<file path="src/rtl/fwd_pkg.sv">
package fwd_pkg;

   typedef enum logic [1:0] {
      SRC_RF  = 2'b00,
      SRC_WB  = 2'b01,
      SRC_MEM = 2'b10
   } fwd_src_e;

   localparam int unsigned NUM_OPS = 2;

endpackage

</file>
<file path="src/rtl/fwd_hit.sv">
module fwd_hit #(
   parameter int unsigned RW           = 5,
   parameter int unsigned ZERO_REG     = 31,
   parameter bit          HAS_ZERO_REG = 1'b1
) (
   input  logic [RW-1:0] src,
   input  logic [RW-1:0] dst,
   input  logic          wen,
   output logic          hit
);

   logic same;
   assign same = (src == dst);

   generate
      if (HAS_ZERO_REG) begin : g_zr
         logic dst_zero;
         assign dst_zero = (dst == RW'(ZERO_REG));
         assign hit      = wen && same && !dst_zero;
      end else begin : g_nozr
         assign hit = wen && same;
      end
   endgenerate

endmodule

</file>
<file path="src/rtl/fwd_pick.sv">
module fwd_pick
   import fwd_pkg::*;
(
   input  logic     hit_mem,
   input  logic     hit_wb,
   output fwd_src_e sel
);

   always_comb begin
      if (hit_mem)     sel = SRC_MEM;
      else if (hit_wb) sel = SRC_WB;
      else             sel = SRC_RF;
   end

   always_comb begin
      if (hit_mem) assert (sel == SRC_MEM) else $error("assert_young_first_R5");
   end

endmodule

</file>
<file path="src/rtl/fwd_opmux.sv">
module fwd_opmux
   import fwd_pkg::*;
#(
   parameter int unsigned XLEN = 64
) (
   input  fwd_src_e        sel,
   input  logic [XLEN-1:0] rf_val,
   input  logic [XLEN-1:0] mem_val,
   input  logic [XLEN-1:0] wb_val,
   output logic [XLEN-1:0] out
);

   always_comb begin
      unique case (sel)
         SRC_MEM: out = mem_val;
         SRC_WB:  out = wb_val;
         default: out = rf_val;
      endcase
   end

endmodule

</file>
<file path="src/rtl/fwd_unit.sv">
module fwd_unit
   import fwd_pkg::*;
#(
   parameter int unsigned XLEN         = 64,
   parameter int unsigned NREG         = 32,
   parameter int unsigned ZERO_REG     = NREG - 1,
   parameter bit          HAS_ZERO_REG = 1'b1,
   parameter bit          OUT_REG      = 1'b1,
   localparam int unsigned RW          = $clog2(NREG)
) (
   input  logic            clk,
   input  logic            rst_n,
   input  logic [RW-1:0]   ex_rs1,
   input  logic [RW-1:0]   ex_rs2,
   input  logic [XLEN-1:0] ex_rf_a,
   input  logic [XLEN-1:0] ex_rf_b,
   input  logic [XLEN-1:0] ex_imm,
   input  logic            ex_use_imm,
   input  logic            xm_wen,
   input  logic [RW-1:0]   xm_rd,
   input  logic [XLEN-1:0] xm_alu,
   input  logic            mw_wen,
   input  logic [RW-1:0]   mw_rd,
   input  logic            mw_is_load,
   input  logic [XLEN-1:0] mw_alu,
   input  logic [XLEN-1:0] mw_load_data,
   output logic [1:0]      sel_a,
   output logic [1:0]      sel_b,
   output logic [XLEN-1:0] op_a,
   output logic [XLEN-1:0] op_b,
   output logic [XLEN-1:0] store_data
);

   generate
      if (NREG < 2) begin : g_bad_nreg
         $error("fwd_unit: NREG must be at least 2");
      end
      if (HAS_ZERO_REG && ZERO_REG >= NREG) begin : g_bad_zr
         $error("fwd_unit: ZERO_REG out of range");
      end
      if (XLEN < 1) begin : g_bad_xlen
         $error("fwd_unit: XLEN must be positive");
      end
   endgenerate

   // writeback value: loaded word for loads, ALU result otherwise
   logic [XLEN-1:0] wb_val;
   assign wb_val = mw_is_load ? mw_load_data : mw_alu;

   logic [RW-1:0]   src   [NUM_OPS];
   logic [XLEN-1:0] rfv   [NUM_OPS];
   fwd_src_e        sel_c [NUM_OPS];
   logic [XLEN-1:0] fwd_c [NUM_OPS];

   assign src[0] = ex_rs1;
   assign src[1] = ex_rs2;
   assign rfv[0] = ex_rf_a;
   assign rfv[1] = ex_rf_b;

   generate
      for (genvar g = 0; g < NUM_OPS; g++) begin : g_op
         logic hm, hw;
         fwd_hit #(.RW(RW), .ZERO_REG(ZERO_REG), .HAS_ZERO_REG(HAS_ZERO_REG)) u_hit_mem (
            .src(src[g]), .dst(xm_rd), .wen(xm_wen), .hit(hm));
         fwd_hit #(.RW(RW), .ZERO_REG(ZERO_REG), .HAS_ZERO_REG(HAS_ZERO_REG)) u_hit_wb (
            .src(src[g]), .dst(mw_rd), .wen(mw_wen), .hit(hw));
         fwd_pick u_pick (.hit_mem(hm), .hit_wb(hw), .sel(sel_c[g]));
         fwd_opmux #(.XLEN(XLEN)) u_mux (
            .sel(sel_c[g]), .rf_val(rfv[g]), .mem_val(xm_alu), .wb_val(wb_val),
            .out(fwd_c[g]));
      end
   endgenerate

   logic [XLEN-1:0] opb_c;
   assign opb_c = ex_use_imm ? ex_imm : fwd_c[1];

   generate
      if (OUT_REG) begin : g_reg
         always_ff @(posedge clk) begin
            if (!rst_n) begin
               sel_a      <= 2'b00;
               sel_b      <= 2'b00;
               op_a       <= '0;
               op_b       <= '0;
               store_data <= '0;
            end else begin
               sel_a      <= sel_c[0];
               sel_b      <= sel_c[1];
               op_a       <= fwd_c[0];
               op_b       <= opb_c;
               store_data <= fwd_c[1];
            end
         end

         assert_mem_wins_R5: assert property (@(posedge clk) disable iff (!rst_n)
            $past(rst_n) && $past(xm_wen && (xm_rd == ex_rs1) &&
               !(HAS_ZERO_REG && xm_rd == RW'(ZERO_REG)))
            |-> (sel_a == 2'b10 && op_a == $past(xm_alu)));

         assert_wb_real_R4: assert property (@(posedge clk) disable iff (!rst_n)
            $past(rst_n) && sel_a == 2'b01 |-> $past(mw_wen && (mw_rd == ex_rs1)));

         assert_no_bypass_zr_R7: assert property (@(posedge clk) disable iff (!rst_n)
            $past(rst_n) && HAS_ZERO_REG && $past(ex_rs2 == RW'(ZERO_REG))
            |-> (sel_b == 2'b00 && store_data == $past(ex_rf_b)));

         assert_load_word_R8: assert property (@(posedge clk) disable iff (!rst_n)
            $past(rst_n) && sel_a == 2'b01 && $past(mw_is_load)
            |-> op_a == $past(mw_load_data));

         assert_imm_override_R9: assert property (@(posedge clk) disable iff (!rst_n)
            $past(rst_n) && $past(ex_use_imm) |-> op_b == $past(ex_imm));

         assert_legal_code_R2: assert property (@(posedge clk) disable iff (!rst_n)
            sel_a != 2'b11 && sel_b != 2'b11);
      end else begin : g_comb
         assign sel_a      = sel_c[0];
         assign sel_b      = sel_c[1];
         assign op_a       = fwd_c[0];
         assign op_b       = opb_c;
         assign store_data = fwd_c[1];
      end
   endgenerate

endmodule

</file>
<file path="config.mk">
export PLATFORM = sky130hd
export DESIGN_NAME = fwd_unit
export DESIGN_NICKNAME = d
export VERILOG_FILES = /design/src/rtl/fwd_pkg.sv /design/src/rtl/fwd_hit.sv /design/src/rtl/fwd_pick.sv /design/src/rtl/fwd_opmux.sv /design/src/rtl/fwd_unit.sv
export SDC_FILE = /design/constraint.sdc
export NUM_CORES = 1
export LEC_CHECK = 0
export BUFFER_PORTS_ARGS = -buffer_cell sky130_fd_sc_hd__buf_2
export CORE_AREA = 2 2 236 238
export DETAILED_ROUTE_END_ITERATION = 12
export DIE_AREA = 0 0 238 240
export GPL_TIMING_DRIVEN = 0
export MAX_ROUTING_LAYER = met4
export PLACE_DENSITY = 0.43
export SYNTH_ARGS = -nofsm -noshare
export SYNTH_HDL_FRONTEND = slang
export SYNTH_SLANG_ARGS = --single-unit
export TNS_END_PERCENT = 1
</file>
<file path="constraint.sdc">
create_clock -name clk -period 4.2 [get_ports clk]
set_input_delay 0.21 -clock clk [delete_from_list [all_inputs] [get_ports clk]]
set_output_delay 0.21 -clock clk [all_outputs]
set_load 0.03 [all_outputs]
</file>
==> metrics.md <==
| Metric | Value |
|---|---|
| CTS buffer count | 17 |
| Met2 GRT Util | 29.5% |
| Final setup fails | 0 |
| Register area | 3920 um2 |
| Via density | 4.20 |
| Synthesized area | 8920 um2 |
| Starting DRT DRC Count | approximately 290 |
| Final Power | approximately 5000 uW |
| Total track usage | between 10% and 20% |
| # H-tree levels | 4 |
| Cells after Synth | 822 |
| PostCTS Resize Cnt | 0 |
| RSZ-0062 raised after global routing | no |
| Status | complete, no violations |
| Register bit total from synthesis | 196 |
| Final hold vios | 0 |
| Layer with the highest usage | met2 |
| Post-route ant nets | 0 |
| Area grow syn2layout | 79.8% |
| Post-synth top area share | 44.0% |
| Most common cell after layout, fill and taps aside | buf_2 |
| Slew @ Worst Pin | 1.16 ns |
| Final nets | 2,115 |
| Post-synthesis sequential area ratio | between 40% and 50% |
| Global-route wire length before repair | 69,000 um |
| CTS Buffer Depth | 2 |
| Synth Warn # | 0 |
| Max VDD drop | 0.000326 V |
| Power Density | 314 nW/um2 |
| Fill cells | about 5,900 |
| Share of cells above drive strength 1 | 47.7% |
| Startpoint Class | primary input |
| Max Fclk | about 380 MHz |
| FP Rows | 86 |
| Largest net degree at the start of global routing | 17 |
| Place WS | 1.46 ns |
| Core area | 54,700 um2 |
| Mapped Nets | 1,232 |
| CP Max Fanout | 10 |
| Area contributors post-synth | dfxtp_1 (44%), mux2i_1 (14%), mux2_2 (8.1%) |
| Leak pwr | 0.00698 uW |
| Critical Path RT | 4.62 ns |
| Wire per inst | 20.4 um |
| CP arrival | 3.08 ns |
| Leading area contributor after synthesis | dfxtp_1 |
| Slew HR | 22.3% |
| Number of placed I/O pins | 606 |
| First-pass DRT Iterations | 4 |
| Pins Over Slew Limit | 0 |
| Setup slack after layout | 1.55 ns |
| Initial antenna violation count | 9 |
| Multi-input gate area | 4490 um2 |
| Critical path class | in -> reg |
| Wirelength, routed | 49,500 um |
| Setup_tns | 0 ns |
| Met1 global-route usage | 19.1% |
| PortBufs | 604 |
| Initial Utilization | 16.3% |
| Dpl hpwl | 38,100 um |
| CTS sink cnt | 196 |
| Syn avg cell area | 10.8 um2 |
| Die Wd | 238 um |
| GP Congestion | approximately 0.86 |
| Total grt overflow | 0 |
| CTS clk-pin slew, worst paths | approximately 0.07 ns |
| CTS tree | done |
| Max cap viols | 0 |
| Die area | approximately 57,000 um2 |
| Final Critical Period | 2.65 ns |
| Synth cell types | 31 |
| Drt drc | 0 |
| Final period util | 63.1% |
| Worst Hold Class | in -> reg |
| Grt met3 use | 4.74% |
| Most frequent cells in the layout | buf_2 (632), dlygate4sd3_1 (259), dfxtp_1 (196) |
| Setup crit end kind | flip-flop |
| Post-layout util | 29.3% |
| Vias in the first global route | 10,920 |
| Root Buffer Master | clkbuf_16 |
| Via count | 10,201 |
| Die Height | between 200 and 250 um |
## routing by layer
metal	part of all wire (%)	up-vias
li1	-	4823
met1	41	4853
met2	49	456
met3	6.6	69
met4	3.2	0
met5	0	-
## worst paths after layout
check,start,to,cells after the start
worst min-delay path,xm_alu[41],op_a[41],2
worst max-delay path,ex_use_imm,op_b[46],8
## cell usage after synthesis
master,count
a22oi_1,64
xnor2_1,15
buf_1,3
clkbuf_2,4
nor4_1,1
nand4_1,2
o211ai_2,1
o2bb2ai_1,64
mux2_2,64
o31ai_1,1
nand3_1,4
buf_2,28
nor2b_1,1
nor4_4,1
buf_8,4
buf_4,3
nand2_1,68
nor3_1,2
o21ai_2,60
nor2_1,2
o21ai_1,1
xor2_1,5
mux2i_1,128
nor3_2,1
o21ai_0,69
or2_1,1
dfxtp_1,196
and2_1,1
clkbuf_1,7
nor4_2,1
buf_6,20
## cells by family (layout without fill, tap and decap cells)
group	after synthesis	count (layout)	synth area share (%)
and+or+nand+nor	85	85	4.20
muxes	192	192	22.4
DFF	196	196	44.0
other	0	6	0
xor gates and xnor gates	20	20	1.96
buffers and inverters	69	965	5.67
AOI/OAI and AO/OA	260	260	21.7
## critical path: stages
cell	delay, ns
buf_2	0.12
and2_1	0.12
buf_1	0.85
buf_2	0.43
a22oi_1	0.14
dlygate4sd3_1	0.58
o21ai_2	0.06
dlygate4sd3_1	0.55
## state kept, by name, indices dropped and copies added (netlist names)
register and count:
op_a 64, op_b 64, store_data 64, sel_b 2, sel_a 2
## power breakdown
| group | switching [uW] | total (uW) | internal (uW) |
|---|---|---|---|
| logic | 710 | 1270 | 559 |
| registers | 31.9 | 2020 | 1980 |
| clock network | 808 | 1750 | 942 |
| total | 1550 | 5040 | 3490 |
## per-stage QoR
stage,cells,hold WS [ns],instance area [um2]
final,2428,0.0194,16000
after global routing,2428,0.00659,16000
after CTS,2422,0.00103,16000
after detailed placement,2131,0.443,12800
after global placement,2130,0.440,12800
after floorplan,822,0.319,8920
## final cells by class
class	instances	area share, %
timing repair buffer	864	35.1
multi-input combinational	557	28.0
sequential	196	24.5
tap	704	5.49
buffer	69	3.15
clock buffer	21	2.75
clock inverter	11	0.937
antenna	6	0.0937
## what timing repair did
item	CTS	global route
hold buffers	259	0
buffers inserted	0	0
endpoints found under the hold margin	183	0
Note: power is estimated with default switching activity, not from simulation.
